--- config.mk ---
export PLATFORM = sky130hd
export DESIGN_NAME = dp_alu
export DESIGN_NICKNAME = d
export VERILOG_FILES = /design/src/rtl/dp_alu_pkg.sv /design/src/rtl/dp_alu_decode.sv /design/src/rtl/dp_alu_addsub.sv /design/src/rtl/dp_alu_logic.sv /design/src/rtl/dp_alu_flags.sv /design/src/rtl/dp_alu.sv
export SDC_FILE = /design/constraint.sdc
export NUM_CORES = 1
export LEC_CHECK = 0
export CORE_ASPECT_RATIO = 0.8
export CORE_MARGIN = 5
export CORE_UTILIZATION = 55
export DETAILED_ROUTE_END_ITERATION = 12
export DONT_BUFFER_PORTS = 1
export GPL_ROUTABILITY_DRIVEN = 0
export GPL_TIMING_DRIVEN = 0
export PLACE_DENSITY = 0.7
export SLEW_MARGIN = 20
export SYNTH_ARGS = -nofsm -noshare
export SYNTH_HDL_FRONTEND = slang
export SYNTH_SLANG_ARGS = --single-unit
--- constraint.sdc ---
create_clock -name clk -period 7.4 [get_ports clk]
set_input_delay 0.74 -clock clk [delete_from_list [all_inputs] [get_ports clk]]
set_output_delay 0.74 -clock clk [all_outputs]
set_load 0.1 [all_outputs]
--- src/rtl/dp_alu_pkg.sv ---
package dp_alu_pkg;

  typedef enum logic [3:0] {
    OP_AND = 4'd0,  OP_EOR = 4'd1,  OP_SUB = 4'd2,  OP_RSB = 4'd3,
    OP_ADD = 4'd4,  OP_ADC = 4'd5,  OP_SBC = 4'd6,  OP_RSC = 4'd7,
    OP_TST = 4'd8,  OP_TEQ = 4'd9,  OP_CMP = 4'd10, OP_CMN = 4'd11,
    OP_ORR = 4'd12, OP_MOV = 4'd13, OP_BIC = 4'd14, OP_MVN = 4'd15
  } alu_op_e;

  typedef enum logic [1:0] {
    CIN_ZERO = 2'd0,
    CIN_ONE  = 2'd1,
    CIN_FLAG = 2'd2
  } cin_sel_e;

  typedef enum logic [2:0] {
    LG_AND  = 3'd0,
    LG_EOR  = 3'd1,
    LG_ORR  = 3'd2,
    LG_PASS = 3'd3,
    LG_BIC  = 3'd4,
    LG_NOT  = 3'd5
  } logic_sel_e;

  typedef struct packed {
    logic       arith;
    logic       swap;
    logic       inv_y;
    cin_sel_e   cin_sel;
    logic_sel_e lg_sel;
    logic       wr_en;
    logic       force_upd;
  } alu_ctrl_t;

  typedef struct packed {
    logic n;
    logic z;
    logic c;
    logic v;
  } nzcv_t;

endpackage

--- src/rtl/dp_alu_decode.sv ---
module dp_alu_decode
  import dp_alu_pkg::*;
(
  input  logic [3:0] op_sel,
  output alu_ctrl_t  ctrl
);

  always_comb begin
    ctrl           = '0;
    ctrl.cin_sel   = CIN_ZERO;
    ctrl.lg_sel    = LG_AND;
    ctrl.wr_en     = 1'b1;
    unique case (alu_op_e'(op_sel))
      OP_AND: ctrl.lg_sel = LG_AND;
      OP_EOR: ctrl.lg_sel = LG_EOR;
      OP_SUB: begin ctrl.arith = 1'b1; ctrl.inv_y = 1'b1; ctrl.cin_sel = CIN_ONE;  end
      OP_RSB: begin ctrl.arith = 1'b1; ctrl.inv_y = 1'b1; ctrl.swap = 1'b1; ctrl.cin_sel = CIN_ONE; end
      OP_ADD: begin ctrl.arith = 1'b1; ctrl.cin_sel = CIN_ZERO; end
      OP_ADC: begin ctrl.arith = 1'b1; ctrl.cin_sel = CIN_FLAG; end
      OP_SBC: begin ctrl.arith = 1'b1; ctrl.inv_y = 1'b1; ctrl.cin_sel = CIN_FLAG; end
      OP_RSC: begin ctrl.arith = 1'b1; ctrl.inv_y = 1'b1; ctrl.swap = 1'b1; ctrl.cin_sel = CIN_FLAG; end
      OP_TST: begin ctrl.lg_sel = LG_AND; ctrl.wr_en = 1'b0; ctrl.force_upd = 1'b1; end
      OP_TEQ: begin ctrl.lg_sel = LG_EOR; ctrl.wr_en = 1'b0; ctrl.force_upd = 1'b1; end
      OP_CMP: begin
        ctrl.arith = 1'b1; ctrl.inv_y = 1'b1; ctrl.cin_sel = CIN_ONE;
        ctrl.wr_en = 1'b0; ctrl.force_upd = 1'b1;
      end
      OP_CMN: begin
        ctrl.arith = 1'b1; ctrl.cin_sel = CIN_ZERO;
        ctrl.wr_en = 1'b0; ctrl.force_upd = 1'b1;
      end
      OP_ORR: ctrl.lg_sel = LG_ORR;
      OP_MOV: ctrl.lg_sel = LG_PASS;
      OP_BIC: ctrl.lg_sel = LG_BIC;
      OP_MVN: ctrl.lg_sel = LG_NOT;
      default: ctrl.lg_sel = LG_AND;
    endcase
  end

endmodule

--- src/rtl/dp_alu_addsub.sv ---
module dp_alu_addsub #(
  parameter int WIDTH = 32
) (
  input  logic [WIDTH-1:0] x,
  input  logic [WIDTH-1:0] y,
  input  logic             cin,
  output logic [WIDTH-1:0] sum,
  output logic             cout,
  output logic             ovf
);

  localparam int MSB = WIDTH - 1;

  logic [WIDTH:0] wide;

  always_comb begin
    wide = {1'b0, x} + {1'b0, y} + {{WIDTH{1'b0}}, cin};
    sum  = wide[MSB:0];
    cout = wide[WIDTH];
    ovf  = (x[MSB] == y[MSB]) && (sum[MSB] != x[MSB]);
  end

endmodule

--- src/rtl/dp_alu_logic.sv ---
module dp_alu_logic
  import dp_alu_pkg::*;
#(
  parameter int WIDTH = 32
) (
  input  logic [WIDTH-1:0] a,
  input  logic [WIDTH-1:0] b,
  input  logic_sel_e       sel,
  output logic [WIDTH-1:0] y
);

  always_comb begin
    unique case (sel)
      LG_AND:  y = a & b;
      LG_EOR:  y = a ^ b;
      LG_ORR:  y = a | b;
      LG_PASS: y = b;
      LG_BIC:  y = a & ~b;
      LG_NOT:  y = ~b;
      default: y = '0;
    endcase
  end

endmodule

--- src/rtl/dp_alu_flags.sv ---
module dp_alu_flags
  import dp_alu_pkg::*;
#(
  parameter int WIDTH = 32
) (
  input  logic             clk,
  input  logic             rst_n,
  input  logic             upd_en,
  input  logic             arith,
  input  logic [WIDTH-1:0] value,
  input  logic             add_cout,
  input  logic             add_ovf,
  input  logic             shift_carry,
  output nzcv_t            flags_q
);

  localparam int MSB = WIDTH - 1;

  nzcv_t flags_d;

  always_comb begin
    flags_d   = flags_q;
    flags_d.n = value[MSB];
    flags_d.z = (value == '0);
    if (arith) begin
      flags_d.c = add_cout;
      flags_d.v = add_ovf;
    end else begin
      flags_d.c = shift_carry;
      flags_d.v = flags_q.v;
    end
  end

  always_ff @(posedge clk or negedge rst_n) begin
    if (!rst_n) begin
      flags_q <= '0;
    end else if (upd_en) begin
      flags_q <= flags_d;
    end
  end

endmodule

--- src/rtl/dp_alu.sv ---
module dp_alu
  import dp_alu_pkg::*;
#(
  parameter int WIDTH = 32
) (
  input  logic             clk,
  input  logic             rst_n,
  input  logic [WIDTH-1:0] op_a,
  input  logic [WIDTH-1:0] op_b,
  input  logic [3:0]       op_sel,
  input  logic             set_flags,
  input  logic             carry_in,
  input  logic             shift_carry,
  output logic [WIDTH-1:0] result,
  output logic             result_we,
  output logic             flag_n,
  output logic             flag_z,
  output logic             flag_c,
  output logic             flag_v
);

  alu_ctrl_t        ctrl;
  logic [WIDTH-1:0] add_x;
  logic [WIDTH-1:0] add_y_raw;
  logic [WIDTH-1:0] add_y;
  logic             add_cin;
  logic [WIDTH-1:0] add_sum;
  logic             add_cout;
  logic             add_ovf;
  logic [WIDTH-1:0] lg_out;
  nzcv_t            flags_q;

  dp_alu_decode u_dec (
    .op_sel (op_sel),
    .ctrl   (ctrl)
  );

  always_comb begin
    add_x     = ctrl.swap ? op_b : op_a;
    add_y_raw = ctrl.swap ? op_a : op_b;
    add_y     = ctrl.inv_y ? ~add_y_raw : add_y_raw;
    unique case (ctrl.cin_sel)
      CIN_ZERO: add_cin = 1'b0;
      CIN_ONE:  add_cin = 1'b1;
      CIN_FLAG: add_cin = carry_in;
      default:  add_cin = 1'b0;
    endcase
  end

  dp_alu_addsub #(.WIDTH(WIDTH)) u_add (
    .x    (add_x),
    .y    (add_y),
    .cin  (add_cin),
    .sum  (add_sum),
    .cout (add_cout),
    .ovf  (add_ovf)
  );

  dp_alu_logic #(.WIDTH(WIDTH)) u_lg (
    .a   (op_a),
    .b   (op_b),
    .sel (ctrl.lg_sel),
    .y   (lg_out)
  );

  assign result    = ctrl.arith ? add_sum : lg_out;
  assign result_we = ctrl.wr_en;

  dp_alu_flags #(.WIDTH(WIDTH)) u_flg (
    .clk         (clk),
    .rst_n       (rst_n),
    .upd_en      (set_flags | ctrl.force_upd),
    .arith       (ctrl.arith),
    .value       (result),
    .add_cout    (add_cout),
    .add_ovf     (add_ovf),
    .shift_carry (shift_carry),
    .flags_q     (flags_q)
  );

  assign flag_n = flags_q.n;
  assign flag_z = flags_q.z;
  assign flag_c = flags_q.c;
  assign flag_v = flags_q.v;

endmodule

==> flow_summary.toml, run 1 <==
[setup_path]
crit_arrival_ns = 6.46
startpoint_type = "input pin"
worstPathRequired_ns = 6.66
r2r_slack_ns = 6.02
end_kind = "output pin"
path_class = "in -> out"
max_stage_delay_ns = 0.78
crit_path_cell_trace = "buf_2, clkbuf_1, buf_2, buf_2, o21ai_0, nand2_1, clkbuf_1, xnor2_1, ha_1, clkbuf_1, nand2_1, a2111oi_0, o21ai_1, and3_1, nor2_1, a221o_1, a21oi_1, xor2_1, mux2i_1, buf_4"
slowest_stage = "clkbuf_1"
cp_max_fo = 10

[sta]
worst_pin_slew_ns = 1.24
rsz0062_at_grt = "yes"
slew_viol_final = 0
skew_ns = 0
post-route-min-period_ns = 7.20
finalHoldViolCount = 0
fin_crit_sh_pct = 97.4
setup_violations = 0
maxSlewHeadroom_pct = 15.9
fmax_ghz = 0.139

[logic_synthesis]
synth_cell_types = 74
synth_enable_flop_cells = 0
synth_top_flop_cell = "dfrtp_1"
synth_largest_area_cell = "ha_1"
avgSynthCellArea_um2 = 6.13
async_flop_share_pct = 100
ys_ff_latch = 4
synthesis.area_mm2 = 0.00571
ys_seq_area_share_pct = 1.75
yosysWarnings = 0
synth_top_area_share_pct = 14.2
netlist_top_cells_area = "ha_1, o21ai_0, nand2_1"
synth_cells = 931
synth_nets = 1071

[floorplan]
die_area_mm2 = 0.0125
rows = 33
die_x_um = 124
fp.dieH_um = 101
core_region_area_mm2 = 0.0102
start_util_pct = 56.0
ios = 110

[routing]
route.detailed.drc = 0
ant_nets = 0
drt_wl_total_um = 25600
via_per_inst = 6.98
drtPass1Iterations = 9
vias = 7598
drtIter0Drc = 1343
wl_per_cell_um = 23.6

[place]
portBuffers = 0
dpl_cell_area_mm2 = 0.00633
dp.cells = 1086
hpwl_um = 19800

[clock_network]
clockBufferDepth = 2
clock_latency_ns = 0.22
postCtsSetupRepairBufs = 0
htree_levels = 1
clkTransAtPathRegs_ns = 0.03
cts-root-buf = "clkbuf_16"
cts.sinks = 4
tritoncts = "done"
cts_made_buffers = 3

[min_path]
min-delay-path-class = "in -> async"

[layout]
largest_reg_flops = 4
fin_cells = 1088
post-route-util_pct = 63.0
final_common_cell = "o21ai_0"
largestRegisters = "u_flg.flags_q (4)"
drive_above_1_share_pct = 8.12
antenna_cells = 0
layout_common_cells = "o21ai_0, nand2_1, inv_1"
fin_area_mm2 = 0.00643
fin_nets = 1090
top_register = "u_flg.flags_q"
areaGrowthSynthToFinish_pct = 12.6

[global_route]
grt_overflow_total = 0
first_global_vias = 6836
antenna_found_initial = 0
grtUsageMet2_pct = 58.8
grtUsageMet3_pct = 13.0
met1_usage_pct = 52.4
grt_pass1_wl_um = 38100
grt_max_degree = 20
top_usage_layer = "met2"
track_usage_pct = 39.0

[pwr]
max-vdd-ir-drop_v = 0.0000809
powerDensity_mw_per_mm2 = 198
finalPower_mw = 1.27
p_leak_nw = 2.76

[run]
max-cap-violations = 0

[run_status]
outcome = "complete, no violations"
[metal layers]
layer	routed length [um]	share of wire, %
met1	9580	37
met2	10200	40
met3	4500	18
met4	1350	5.3
met5	0	0
[synthesized netlist by cell type, types with 3 or more instances]
cell       instances
or2_2              3
a22oi_1            3
mux2i_1            5
inv_1             78
nand3b_1           4
nor2b_1            9
ha_1              65
a2111oi_0          3
a21o_1             7
nand3_1           17
dfrtp_1            4
nor3_1            21
clkbuf_1          39
nand2_1          127
o21bai_1           5
o211ai_1          19
a221oi_1           5
nor4_1             4
buf_2             21
and3_1             5
o32ai_1            5
o21a_1             9
o22ai_1            8
a2bb2oi_1          3
a31oi_1            8
nand2b_1           7
o21ai_0          132
and2_1             7
a222oi_1           4
nand4_1            8
a311oi_1           5
xor2_1            15
xnor2_1           50
nor2_1            59
o31ai_1           17
a21oi_1           81
a221o_1            6
buf_1              6
a211oi_1          14
[cell families after synthesis]
family,count (synthesis),share of synthesized area (%)
buf+inv,145,10.1
xor+xnor,65,9.97
flops,4,1.75
mux,7,1.27
compound gates,358,39.1
fa+ha+maj,67,14.9
simple gates,285,22.8
[timing repair]
action / 4_1_cts / 5_1_grt
hold buffers: 0 / 0
gates resized for setup: 3 / 12
cloned: 0 / 0
setup endpoints to repair: 9 / 9
[final timing paths]
kind / to / from / depth (start not counted)
worst min-delay path: u_flg.flags_q[3] / rst_n / 0
max in group asynchronous: u_flg.flags_q[1] / rst_n / 0
worst min register to register: u_flg.flags_q[1] / u_flg.flags_q[1] / 2
worst max-delay path: result[31] / op_sel[2] / 20
min in group clk: u_flg.flags_q[1] / shift_carry / 2
worst max register to register: u_flg.flags_q[2] / u_flg.flags_q[2] / 2
[per-stage QoR]
stage          hold slack (ns)  setup TNS [ns]  setup WS, ns
5_1_grt                  0.209         -0.0302       -0.0302
6_report                 0.211               0         0.195
3_5_place_dp             0.444           -1.87        -0.464
3_3_place_gp             0.445          -17.65         -1.30
2_1_floorplan            0.444               0         0.227
4_1_cts                  0.211               0        0.0398
[where the power goes]
part           leakage (nW)  internal [mW]  switching (mW)  total (mW)
Combinational          2.67          0.320           0.806        1.13
Clock                0.0370         0.0692          0.0165      0.0856
Sequential           0.0513         0.0256          0.0359      0.0615
Total                  2.76          0.415           0.859        1.27
[cell type report]
type	count	area (um2)
multi-input cells	782	5260
fillers	1019	3770
inverters	78	293
plain buffers	66	289
repair buffers	15	234
well taps	140	175
flip-flops and latches	4	100
clock buffers	3	75.1
[worst max-delay path, delay by kind of cell]
family / cells / cell delay (ns)
simple gates: 4 / 1.06
mux: 1 / 0.28
fa+ha+maj: 1 / 0.32
compound gates: 5 / 1.04
xor+xnor: 2 / 0.32
buf+inv: 7 / 2.68
(Power assumes the default switching activity.)
==> inputs of run 2 (changes only) <==
--- a/config.mk
+++ b/config.mk
@@ -5,8 +5,8 @@
 export SDC_FILE = /design/constraint.sdc
 export NUM_CORES = 1
 export LEC_CHECK = 0
+export CAP_MARGIN = 25
 export CORE_ASPECT_RATIO = 0.8
-export CORE_MARGIN = 5
 export CORE_UTILIZATION = 55
 export DETAILED_ROUTE_END_ITERATION = 12
 export DONT_BUFFER_PORTS = 1
@@ -17,3 +17,4 @@
 export SYNTH_ARGS = -nofsm -noshare
 export SYNTH_HDL_FRONTEND = slang
 export SYNTH_SLANG_ARGS = --single-unit
+export TNS_END_PERCENT = 30
==> run 2 against run 1 <==
Net effect:
- sequential share of layout area is essentially flat
- combinational power is essentially flat
- final cell count is essentially flat
- via count grew 3.8%
- critical endpoint is now u_flg.flags_q[2]
- first-iteration DRC count grew 2.2%
- worst setup slack lost 0.12 ns
==> flow_summary.toml, run 2 (synthesis results as in run 1) <==
[sta]
setup_violations = 0
rsz0062_at_grt = "yes"
slew_viol_final = 0
skew_ns = 0
post-route-min-period_ns = 7.33
fin_setup_tns_ns = 0
maxSlewHeadroom_pct = 20.3
worst_pin_slew_ns = 1.20
finalHoldViolCount = 0
hold_slack_ns = 0.213
fmax_ghz = 0.137
fin_crit_sh_pct = 99.0

[floorplan]
fp.dieH_um = 93.1
die_x_um = 116
core_region_area_mm2 = 0.00985
start_util_pct = 58.0
ios = 110
rows = 32
die_area_mm2 = 0.0108

[pwr]
p_leak_nw = 2.80
powerDensity_mw_per_mm2 = 200
finalPower_mw = 1.30
max-vdd-ir-drop_v = 0.000182

[place]
hpwl_um = 20300
portBuffers = 0
dpl_cell_area_mm2 = 0.00635

[clock_network]
tritoncts = "done"
cts.sinks = 4
cts_made_buffers = 3
postCtsSetupRepairBufs = 0
clockBufferDepth = 2
cts-root-buf = "clkbuf_16"
clock_latency_ns = 0.22
htree_levels = 1
clkTransAtPathRegs_ns = 0.03

[routing]
drt_wl_total_um = 26300
vias = 7886
wl_per_cell_um = 24.1
drtIter0Drc = 1373
route.detailed.drc = 0
via_per_inst = 7.24
ant_nets = 0
drtPass1Iterations = 6

[layout]
final_common_cell = "o21ai_0"
post-route-util_pct = 65.9
drive_above_1_share_pct = 9.23
seq_area_um2 = 100
fin_area_mm2 = 0.00649
areaGrowthSynthToFinish_pct = 13.6
largestRegisters = "u_flg.flags_q (4)"
largest_reg_flops = 4
multi_input_area_mm2 = 0.00526
layout_common_cells = "o21ai_0, nand2_1, inv_1"
fin_nets = 1095
num-fill-cells = 931
top_register = "u_flg.flags_q"
antenna_cells = 0

[setup_path]
crit_arrival_ns = 7.45
crit_path_cell_trace = "buf_2, clkbuf_1, buf_2, buf_2, o21ai_0, nand2_1, buf_2, xnor2_1, fa_1, inv_1, fa_1, a21o_1, a221o_1, a211oi_2, xnor2_1, nand2_1, o21ai_2, buf_16, clkbuf_1, buf_1, nor4_1, nand3_1, or4_1, o31ai_2"
worstPathRequired_ns = 7.53
slowest_stage = "or4_1"
end_kind = "flip-flop"
cp_max_fo = 10
max_stage_delay_ns = 0.62
startpoint_type = "input pin"
crit_path_frequent_cell = "buf_2"
path_class = "in -> reg"

[run_status]
outcome = "complete, no violations"

[global_route]
antenna_found_initial = 1
top_usage_layer = "met2"
track_usage_pct = 48.4
grtUsageMet3_pct = 19.6
first_global_vias = 7591
grtUsageMet2_pct = 71.1
grt_pass1_wl_um = 40100
met1_usage_pct = 60.0
grt_max_degree = 20
grt_overflow_total = 0

[run]
max-cap-violations = 0

[min_path]
min-delay-path-class = "in -> async"
-- run 2: cell count changes in the layout (fill, tap and decap cells not counted), moves of 2 or more --
cell      before  now
nor2_2         3    5
clkbuf_1      34   30
buf_8          1    4
clkbuf_2       6   10
-- run 2: layer usage --
layer  routed length [um]  up-vias
met5                    0        -
met4                 1680        0
met3                 4650      192
met2                10600      763
met1                 9360     3521
li1                     -     3410
-- run 2: critical path: cells and delay by family --
family	cells	cell delay (ns)
adder cells (fa/ha/maj)	2	0.72
XOR/XNOR	2	0.33
AO/OA/AOI/OAI	6	1.63
buffers and inverters	9	2.20
AND/OR/NAND/NOR	5	1.81
-- run 2: worst paths after layout --
| kind | to | cells after the start | from | slack [ns] |
|---|---|---|---|---|
| min in group clk | u_flg.flags_q[1] | 2 | shift_carry | 0.78 |
| hold / removal | u_flg.flags_q[2] | 0 | rst_n | 0.21 |
| hold reg to reg | u_flg.flags_q[1] | 2 | u_flg.flags_q[1] | 1.03 |
| setup reg to reg | u_flg.flags_q[0] | 2 | u_flg.flags_q[0] | 6.08 |
| setup / recovery | u_flg.flags_q[2] | 24 | op_sel[2] | 0.07 |
| max in group asynchronous | u_flg.flags_q[1] | 0 | rst_n | 7.12 |
-- run 2: area by class of cell --
| class | count | area share, % |
|---|---|---|
| Inverter | 78 | 4.51 |
| Multi-Input combinational cell | 782 | 81.1 |
| Sequential cell | 4 | 1.54 |
| Timing Repair Buffer | 20 | 4.48 |
| Tap cell | 136 | 2.62 |
| Clock buffer | 3 | 1.16 |
| Buffer | 66 | 4.59 |
-- run 2: what timing repair did --
action / in CTS / in global routing
hold buffers: 0 / 0
gates resized for setup: 5 / 21
gates cloned: 0 / 0
endpoints found under the setup margin: 15 / 9
pin swaps: 1 / 1
-- run 2: metrics by stage --
step	instances	setup slack [ns]
after floorplan	931	0.227
after global placement	1067	-1.46
after detailed placement	1085	-0.653
after CTS	1087	0.0610
after global routing	1089	0.00378
final	1089	0.0749
-- run 2: power by group --
part | switching (mW) | total, mW | leakage [nW] | internal, mW
Combinational | 0.819 | 1.15 | 2.71 | 0.331
Clock | 0.0149 | 0.0839 | 0.0370 | 0.0690
Sequential | 0.0352 | 0.0608 | 0.0513 | 0.0257
